<file path="src/rtl/aln_node.sv">
module aln_node #(
  parameter int CW      = 6,
  parameter bit IS_ROOT = 1'b0
) (
  input  logic clk,
  input  logic rst_n,
  input  logic left_in,
  input  logic right_in,
  input  logic target,
  input  logic resp_in,
  input  logic train_en,
  input  logic scan_en,
  input  logic scan_in,
  output logic node_out,
  output logic resp_left,
  output logic resp_right,
  output logic scan_out
);

  localparam int MSB = CW - 1;
  localparam logic [CW-1:0] INIT = {1'b0, {(CW-1){1'b1}}};
  localparam logic [CW-1:0] TOP  = {CW{1'b1}};
  localparam logic [CW-1:0] BOT  = '0;
  localparam logic [CW-1:0] ONE  = {{(CW-1){1'b0}}, 1'b1};

  logic [CW-1:0] c01, c10;
  logic resp, learn, is_and, is_or, is_left, is_right;

  function automatic logic [CW-1:0] step(input logic [CW-1:0] c, input logic up);
    if (up) return (c == TOP) ? c : c + ONE;
    else    return (c == BOT) ? c : c - ONE;
  endfunction

  assign resp     = IS_ROOT | resp_in;
  assign learn    = train_en & resp & (left_in ^ right_in) & ~scan_en;

  assign is_and   = ~c10[MSB] & ~c01[MSB];
  assign is_or    =  c10[MSB] &  c01[MSB];
  assign is_left  =  c10[MSB] & ~c01[MSB];
  assign is_right = ~c10[MSB] &  c01[MSB];

  always_comb begin
    unique case ({left_in, right_in})
      2'b01:   node_out = c01[MSB];
      2'b10:   node_out = c10[MSB];
      default: node_out = left_in;
    endcase
  end

  assign resp_left  = resp & ((is_or & ~right_in) | (is_and & right_in) | is_left);
  assign resp_right = resp & ((is_or & ~left_in)  | (is_and & left_in)  | is_right);
  assign scan_out   = c10[0];

  always_ff @(posedge clk or negedge rst_n) begin
    if (!rst_n) begin
      c01 <= INIT;
      c10 <= INIT;
    end else if (scan_en) begin
      c01 <= {scan_in, c01[CW-1:1]};
      c10 <= {c01[0], c10[CW-1:1]};
    end else if (learn) begin
      if (right_in) c01 <= step(c01, target);
      else          c10 <= step(c10, target);
    end
  end

endmodule

</file>
<file path="config.mk">
export PLATFORM = sky130hd
export DESIGN_NAME = aln_node
export DESIGN_NICKNAME = d
export VERILOG_FILES = /design/src/rtl/aln_node.sv
export SDC_FILE = /design/constraint.sdc
export NUM_CORES = 1
export LEC_CHECK = 0
export ABC_AREA = 1
export BUFFER_PORTS_ARGS = -buffer_cell sky130_fd_sc_hd__buf_2
export CORE_MARGIN = 2
export CORE_UTILIZATION = 58
export DETAILED_ROUTE_END_ITERATION = 8
export PLACE_DENSITY_LB_ADDON = 0.12
export SYNTH_ARGS = -nofsm -noshare
export SYNTH_HDL_FRONTEND = slang
export SYNTH_SLANG_ARGS = --single-unit
</file>
<file path="constraint.sdc">
create_clock -name clk -period 1.9 [get_ports clk]
set_input_delay 0 -clock clk [delete_from_list [all_inputs] [get_ports clk]]
set_output_delay 0 -clock clk [all_outputs]
set_load 0.01 [all_outputs]
</file>
==> results of run 1 <==
==> worst reg2reg max path, cell delays in order (launching register included) <==
cell	delay, ns
dfstp_2	0.58
ha_1	0.27
or2_2	0.31
nand3_1	0.11
nand2_1	0.08
nand2_1	0.08
nand3_1	0.07
nand2_1	0.07
nand2_1	0.04
==> kinds of logic (layout without fill, tap and decap cells) <==
family,after synthesis,in the layout,synth area share (%)
flip-flops,12,12,25.7
AO/OA/AOI/OAI,19,19,8.85
buffers and inverters,22,35,7.92
AND/OR/NAND/NOR,118,118,41.7
adder cells (fa/ha/maj),12,12,13.6
multiplexers,1,1,0.823
XOR/XNOR,2,2,1.44
==> synth_stat cells <==
cell	n	share of area [%]
nand4_1	4	2.1
inv_2	4	1.2
a22oi_1	1	0.62
ha_1	10	10
buf_4	1	0.62
dfstp_2	10	22
nand2_1	68	21
nor2_2	2	1.0
a21o_1	1	0.62
nor2_1	19	5.9
inv_1	14	4.3
buf_6	1	0.93
o21ai_2	2	1.4
nand3b_1	2	1.2
fa_1	2	3.3
a21oi_1	8	3.3
or2_2	1	0.51
nand3_2	2	1.6
buf_2	2	0.82
dfrtp_1	2	4.1
xnor2_1	2	1.4
mux2i_1	1	0.82
o21ai_0	7	2.9
nand3_1	19	7.8
or2_0	1	0.51
==> through the flow <==
stage          total power [uW]  worst slack (ns)  utilization, %  instance area, um2
6_report                   1690             0.187            67.7                1330
5_1_grt                    1870            0.0782            67.7                1330
4_1_cts                    1690             0.209            67.7                1330
3_5_place_dp               1460             0.224            65.3                1280
3_3_place_gp               1410             0.324            65.3                1280
2_1_floorplan              1250             0.361               -                1220
==> routing by layer <==
layer,up-vias,routed length (um),global-route usage [%]
met5,-,0,0
met4,0,41,9.72
li1,629,-,-
met1,563,1230,31.9
met2,39,1500,48.2
met3,5,109,4.85
==> flip-flops by register name, indices dropped and copies added (netlist names) <==
register / cells
c10: 6
c01: 6
==> worst min path at each step <==
stage	startpoint	end	slack, ns	depth (start not counted)
CTS	scan_in	c01[5]	0.05	5
global route	scan_in	c01[5]	0.1	5
floorplan	rst_n	c01[5]	-0.30	0
detailed placement	rst_n	c01[5]	-0.11	1
global placement	rst_n	c01[5]	-0.10	1
finish	scan_in	c01[5]	0.05	5
==> power groups by stage <==
stage	clock (uW)	combinational, uW	sequential, uW
6_report	223	861	606
5_1_grt	238	1010	627
4_1_cts	224	861	602
3_5_place_dp	0	857	606
3_3_place_gp	0	811	600
2_1_floorplan	0	706	546
==> area by class of cell <==
cell class	count	share of cell area (%)
Clock buffer	4	2.73
Inverter	18	5.09
Multi-Input combinational cell	152	60.8
Sequential cell	12	23.6
Tap cell	27	2.54
Timing Repair Buffer	13	5.28
==> impl_metrics.yaml, run 1 <==
outcome:
  outcome: "finished, final reports clean"
power_and_ir_drop:
  pwr-share-clk_pct: 13.2
  power.leakage_uw: 0.000713
  switchingPower_uw: 779
  p_sw_share_pct: 46.1
  power_frac_seq_pct: 35.9
  peakVddDrop_v: 0.000746
  power_frac_comb_pct: 51.0
  intPower_uw: 911
  power.density_nw_per_um2: 1270
timing:
  rsz0062_at_grt: "no"
  timing.hold.ws_ns: 0.0507
  period_needed_ns: 1.71
  tightest_slew_ns: 0.301
  fmax_mhz: 584
  setup_viol: 0
  fin_crit_sh_pct: 90.2
  fin_tns_setup_ns: 0
  maxSlewViolCount: 0
  slew-limit-headroom_pct: 79.9
  hold_viol: 0
  skew_ns: 0.00684
placement:
  gp_congestion: 0.803
  dpl.hpwl_um: 2180
  port_buffers: 12
  dp.cells: 221
yosys:
  synthCells: 186
  synth-seq-cells: 12
  syn_area_per_cell_um2: 6.54
  synth_area_um2: 1220
  synth_nets: 207
  yosys_warnings: 0
  yosysUniqueCellTypes: 25
  ys_seq_area_share_pct: 25.7
worst_setup_path:
  worst_setup_path_end_kind: "flip-flop"
  cp-start-kind: "flip-flop"
  path_common_cell: "nand2_1"
  max_stage_delay_ns: 0.58
  worst-path-buf-inv: 0
  r2r-start: "c10[2]"
  critical_path_cell_count: 8
  crit_chain: "ha_1 > or2_2 > nand3_1 > nand2_1 > nand2_1 > nand3_1 > nand2_1 > nand2_1"
  worstPathMaxFanout: 5
  rrSetupSlack_ns: 0.19
  arrival_ns: 1.91
  cp_top_family: "simple AND/OR/NAND/NOR gates"
  reg2reg_depth: 8
  reg2reg_to: "c10[5]"
  slowest_stage: "dfstp_2"
  cp-startpoint: "c10[2]"
  crit_type: "flip-flop to flip-flop"
  cp-endpoint: "c10[5]"
  worst_ep_required_time_ns: 2.10
grt:
  grt_pass1_vias: 1174
  antenna_found_initial: 0
  grt_max_degree: 16
  overflow: 0
  grt_pass1_wl_um: 5110
  grt.total_usage_pct: 26.9
finish:
  nNetsFinal: 221
  syn2layout_area_growth_pct: 9.16
  n_fill_cell: 196
  layout_commonest_cell: "nand2_1"
  multi_input_area_um2: 807
  diodes: 0
  ff_latch_area_um2: 313
  drive_gt1_share_pct: 18.6
  final_cells: 226
  layout_common_cells: "nand2_1, nor2_1, nand3_1, inv_1, buf_2"
clock_network:
  cts_setup_buffers: 0
  cts-resized-gates: 0
  clkTransAtPathRegs_ns: 0.09
  cts-root-buf: "clkbuf_4"
  cts_buffers: 3
  cts.path.max_buffers: 2
  cts_hold_buffers: 1
  clk_latency_ns: 0.29
  cts_tree: "yes"
  cts_sinks: 12
  htree_levels: 1
detailed_routing:
  post_drt_wl_per_cell_um: 12.7
  vias: 1236
  drt-pass1-iter-count: 7
  drc: 0
  wl_um: 2880
  drt_iter0_markers: 30
  vias_per_cell: 5.47
  ant_nets: 0
floorplanning:
  die_area_um2: 2480
  fp-row-count: 16
  core_area_um2: 1960
  die_width_um: 49.8
  start_util_pct: 62.0
  io_pins: 13
  die_h_um: 49.8
min_path:
  hp-class: "primary input to flip-flop"
flow_run:
  maxCapViolations: 0
Power figures use the tool's default switching activity.
==> run 2: changes to the inputs <==
ABC_AREA = default   (was 1)
CORE_ASPECT_RATIO = 2   (was default)
CORE_UTILIZATION = 39   (was 58)
CTS_CLUSTER_DIAMETER = 80   (was default)
==> run 2 against run 1 <==
Effect of this change:
- worst hold slack improved by 0.037 ns
- largest power group unchanged
- non-clock buffer count increased by 14
- highest routed layer unchanged
- critical path depth shrank 2
- cell count down 19%
- clock skew up 0.0011 ns
- clock-buffer cell count is the same
- via count is 12% lower
- sequential share of layout area shrank 2.1 points
==> impl_metrics.yaml, run 2 <==
yosys:
  yosysTopAreaCellShare_pct: 22.6
  synth_top_area_cell: "dfstp_2"
  yosysUniqueCellTypes: 40
  syn_area_per_cell_um2: 9.00
  synthFlopType: "dfstp_2"
  yosys_warnings: 0
  synth_commonest_cells: "a21oi_1, nor2_1, dfstp_2, ha_1, nand2_1"
  async_flop_share_pct: 100
  ys_top_cells_by_area: "dfstp_2, ha_1, a21oi_1"
  synthCells: 129
  synth_edf_count: 0
  ys_seq_area_share_pct: 26.9
  synth.most_common_cell: "a21oi_1"
  synth-seq-cells: 12
  synth_nets: 150
  synth_area_um2: 1160
detailed_routing:
  ant_nets: 0
  post_drt_wl_per_cell_um: 16.5
  vias: 1086
  drc: 0
  drt_iter0_markers: 34
  drt-pass1-iter-count: 4
  wl_um: 3040
  vias_per_cell: 5.90
grt:
  grt_pass1_vias: 1086
  overflow: 0
  grt_pass1_wl_um: 4910
  antenna_found_initial: 0
  grt_max_degree: 16
  grt.total_usage_pct: 19.0
finish:
  design_area_um2: 1460
  diodes: 0
  nNetsFinal: 176
  ff_latch_area_um2: 313
  layout_commonest_cell: "buf_4"
  syn2layout_area_growth_pct: 25.5
  final_cells: 184
  drive_gt1_share_pct: 37.7
  reg_top3: "c01: 6 flops, c10: 6 flops"
  n_fill_cell: 294
  multi_input_area_um2: 851
  layout_common_cells: "buf_4, buf_2, a21oi_1, nor2_1"
floorplanning:
  start_util_pct: 39.9
  die_width_um: 42.6
  fp-row-count: 28
  die_h_um: 81.2
  die_area_um2: 3460
  io_pins: 13
  core_area_um2: 2910
power_and_ir_drop:
  power_frac_seq_pct: 29.7
  power.density_nw_per_um2: 1460
  intPower_uw: 1270
  switchingPower_uw: 865
  power.leakage_uw: 0.000630
  power_frac_comb_pct: 56.6
  pwr-share-clk_pct: 13.7
  power_uw: 2130
  peakVddDrop_v: 0.000798
  p_sw_share_pct: 40.5
outcome:
  outcome: "finished, final reports clean"
placement:
  dpl.hpwl_um: 2340
  port_buffers: 12
  gp_congestion: 0.781
  dp.cells: 177
  placed_cell_area_um2: 1320
timing:
  hold_viol: 0
  timing.hold.ws_ns: 0.0877
  rsz0062_at_grt: "yes"
  fin_crit_sh_pct: 98.8
  slew-limit-headroom_pct: 76.2
  maxSlewViolCount: 0
  skew_ns: 0.00795
  period_needed_ns: 1.88
  tightest_slew_ns: 0.357
  fmax_mhz: 533
  setup_viol: 0
clock_network:
  cts-root-buf: "clkbuf_8"
  cts_tree: "yes"
  clkTransAtPathRegs_ns: 0.06
  cts_buffers: 3
  cts_sinks: 12
  clk_latency_ns: 0.25
  cts.path.max_buffers: 2
  htree_levels: 1
min_path:
  hp-class: "primary input to flip-flop"
worst_setup_path:
  arrival_ns: 2.01
  crit_type: "flip-flop to flip-flop"
  cp-start-kind: "flip-flop"
  worst_setup_path_end_kind: "flip-flop"
  worst_ep_required_time_ns: 2.04
  worstPathMaxFanout: 3
flow_run:
  maxCapViolations: 0
run 2: per-stage QoR:
step	setup WS [ns]	utilization, %	TNS (ns)
after CTS	0.0223	47.5	0
after detailed placement	-0.0699	45.2	-0.0699
after global placement	-0.0144	45.2	-0.0144
after floorplan	0.00701	-	0
after global routing	-0.0231	50.1	-0.0236
final	0.0226	50.1	0
run 2: final timing paths:
path                               from  endpoint  slack (ns)  depth (start not counted)
worst max-delay path             c01[1]    c01[5]        0.02                          6
worst min register to register   c10[4]    c10[4]        0.54                          2
worst max register to register   c01[1]    c01[5]        0.02                          6
worst min-delay path            scan_in    c01[5]        0.09                          4
min in group asynchronous         rst_n    c10[5]        0.17                          2
max in group asynchronous         rst_n    c01[4]        1.43                          2
run 2: power by group through the flow:
stage                     logic (uW)  registers (uW)  clock network (uW)
after global placement          1050             632                   0
after floorplan                  805             578                   0
final                           1210             634                 291
after detailed placement        1070             640                   0
after CTS                       1080             636                 301
after global routing            1350             655                 309
run 2: cell type report:
class                   count  share of cell area, %
repair buffers             27                   12.0
multi-input cells         104                   58.4
well taps                  30                   2.58
inverters                   7                   1.80
clock buffers               4                   3.78
flip-flops and latches     12                   21.5
run 2: routing by layer:
| metal | part of all wire (%) | wire length (um) | global-route usage, % |
|---|---|---|---|
| met1 | 38 | 1150 | 18.6 |
| met2 | 58 | 1780 | 38.3 |
| met3 | 1.6 | 50 | 1.33 |
| met4 | 2.0 | 62 | 9.38 |
| met5 | 0 | 0 | 0 |
run 2: critical path, cell delays in order, from the launching register on:
cell and delay, ns:
dfstp_2 0.56, ha_4 0.14, a211oi_2 0.07, or4b_4 0.53, o2111ai_4 0.11, nor4b_2 0.07, a311o_1 0.28
run 2: cells by family (layout without fill, tap and decap cells):
group	count (synthesis)	in the layout	share of synthesized area [%]
AOI/OAI and AO/OA	41	41	24.8
and+or+nand+nor	38	38	16.7
buffers and inverters	13	38	6.25
adders and majority gates	12	12	14.2
DFF	12	12	26.9
muxes	9	9	8.08
xor gates and xnor gates	4	4	3.02
run 2: timing repair:
item	4_1_cts	5_1_grt
buffers inserted	0	2
hold buffers	1	0
pin swaps	1	0
hold endpoints to repair	12	0
endpoints found under the setup margin	1	2
gates resized for setup	2	11
==> run 3: changes to the inputs <==
CORE_ASPECT_RATIO = default   (was 2)
CORE_UTILIZATION = 45   (was 39)
==> run 3 against run 2 <==
Effect of this change:
- clock-buffer cell count unchanged
- critical path depth unchanged
- register-to-register slack about the same
- combinational power about the same
- utilization increased by 8.1 points
- clock skew increased by 0.0040 ns
- critical path type unchanged
- critical endpoint unchanged
==> impl_metrics.yaml, run 3 (synthesis results as in run 2) <==
worst_setup_path:
  r2r-start: "c01[1]"
  reg2reg_to: "c01[5]"
  slowest_stage: "dfstp_2"
  crit_type: "flip-flop to flip-flop"
  cp-start-kind: "flip-flop"
  worstPathMaxFanout: 3
  worst_ep_required_time_ns: 2.08
  reg2reg_depth: 6
  worst_setup_path_end_kind: "flip-flop"
  rrSetupSlack_ns: 0.02
  max_stage_delay_ns: 0.56
  arrival_ns: 2.06
  crit_chain: "ha_4 > a211oi_4 > or4b_4 > o2111ai_4 > nor4b_2 > a311o_1"
floorplanning:
  die_h_um: 54.8
  fp-row-count: 18
  die_area_um2: 3000
  core_area_um2: 2450
  die_width_um: 54.8
  io_pins: 13
  start_util_pct: 47.3
timing:
  skew_ns: 0.0120
  period_needed_ns: 1.88
  fin_ws_ns: 0.0200
  maxSlewViolCount: 0
  hold_viol: 0
  setup_viol: 0
  rsz0062_at_grt: "yes"
  fmax_mhz: 532
  fin_crit_sh_pct: 98.9
  slew-limit-headroom_pct: 78.6
  tightest_slew_ns: 0.321
detailed_routing:
  post_drt_wl_per_cell_um: 15.0
  vias_per_cell: 5.88
  drt_iter0_markers: 28
  vias: 1088
  wl_um: 2770
  drt-pass1-iter-count: 5
  drc: 0
  ant_nets: 0
grt:
  overflow: 0
  antenna_found_initial: 0
  grt_max_degree: 18
  grt_pass1_vias: 1012
  grt_pass1_wl_um: 4400
  grt.total_usage_pct: 20.7
power_and_ir_drop:
  intPower_uw: 1200
  power_frac_comb_pct: 59.0
  pwr-share-clk_pct: 10.7
  switchingPower_uw: 846
  peakVddDrop_v: 0.000783
  power_frac_seq_pct: 30.3
  power.leakage_uw: 0.000625
  power.density_nw_per_um2: 1430
  p_sw_share_pct: 41.3
clock_network:
  cts_sinks: 12
  cts_buffers: 3
  clk_latency_ns: 0.29
  htree_levels: 1
  cts-root-buf: "clkbuf_4"
  cts_tree: "yes"
  cts.path.max_buffers: 2
  clkTransAtPathRegs_ns: 0.09
min_path:
  hold-path-cell-count: 4
  worstHoldEndpoint: "c01[5]"
  hold_start: "scan_in"
  hp-class: "primary input to flip-flop"
finish:
  reg_top3: "c01: 6 flops, c10: 6 flops"
  syn2layout_area_growth_pct: 23.2
  n_fill_cell: 230
  diodes: 0
  layout_common_cells: "buf_4, a21oi_1, buf_2, nor2_1"
  final_cells: 185
  drive_gt1_share_pct: 34.8
  layout_commonest_cell: "buf_4"
  nNetsFinal: 177
flow_run:
  maxCapViolations: 0
placement:
  gp_congestion: 0.758
  port_buffers: 12
  pre_cts_slack_ns: -0.0537
  dpl.hpwl_um: 1960
  dp.cells: 177
outcome:
  outcome: "finished, final reports clean"
-- run 3: changes by cell type in the layout (fill, tap and decap cells not counted), sizes merged --
cell / delta
buf: +1
-- run 3: final cells by class --
class                   count  area (um2)  area share [%]
multi-input cells         104         835            58.4
flip-flops and latches     12         313            21.9
repair buffers             28         183            12.8
well taps                  30        37.5            2.62
clock buffers               4        36.3            2.54
inverters                   7        26.3            1.84
-- run 3: metrics by stage --
step | total power, uW | instance area (um2) | util [%] | TNS [ns] | hold slack, ns
finish | 2050 | 1430 | 58.3 | 0 | 0.0473
global route | 2230 | 1430 | 58.3 | -0.0231 | 0.0701
CTS | 1950 | 1390 | 56.7 | 0 | 0.0423
detailed placement | 1680 | 1320 | 53.6 | -0.0537 | -0.103
global placement | 1640 | 1320 | 53.6 | 0 | -0.102
floorplan | 1380 | 1170 | - | 0 | -0.296
-- run 3: metal layers --
metal	wire, um	up-vias	global-route usage (%)
li1	-	535	-
met1	1310	519	26.1
met2	1300	30	35.3
met3	124	4	5.74
met4	29	0	3.75
met5	0	-	0
-- run 3: worst max-delay path, delay by kind of cell, from the launching register on --
kind,cells,cell delay (ns)
adder cells (fa/ha/maj),1,0.14
AND/OR/NAND/NOR,2,0.61
flip-flops,1,0.56
AO/OA/AOI/OAI,3,0.45
-- run 3: worst max path at each step --
stage,from,to,slack (ns)
2_1_floorplan,c01[2],c01[5],0.007
3_3_place_gp,c01[2],c01[5],0.02
3_5_place_dp,c01[2],c01[5],-0.05
4_1_cts,c01[1],c01[5],0.006
5_1_grt,c01[1],c01[5],-0.02
6_report,c01[1],c01[5],0.02
-- run 3: power groups by stage --
stage               logic, uW  registers [uW]  clock network [uW]
floorplan                 805             578                   0
global placement         1030             613                   0
CTS                      1100             623                 222
detailed placement       1060             620                   0
global route             1350             646                 237
finish                   1210             620                 219
-- run 3: timing repair --
action | in CTS | in global routing
endpoints found under the setup margin | 1 | 2
cloned | 0 | 0
resized for setup | 5 | 5
hold buffers | 1 | 0
pin swaps | 3 | 2
hold endpoints to repair | 12 | 0
setup buffers | 0 | 3
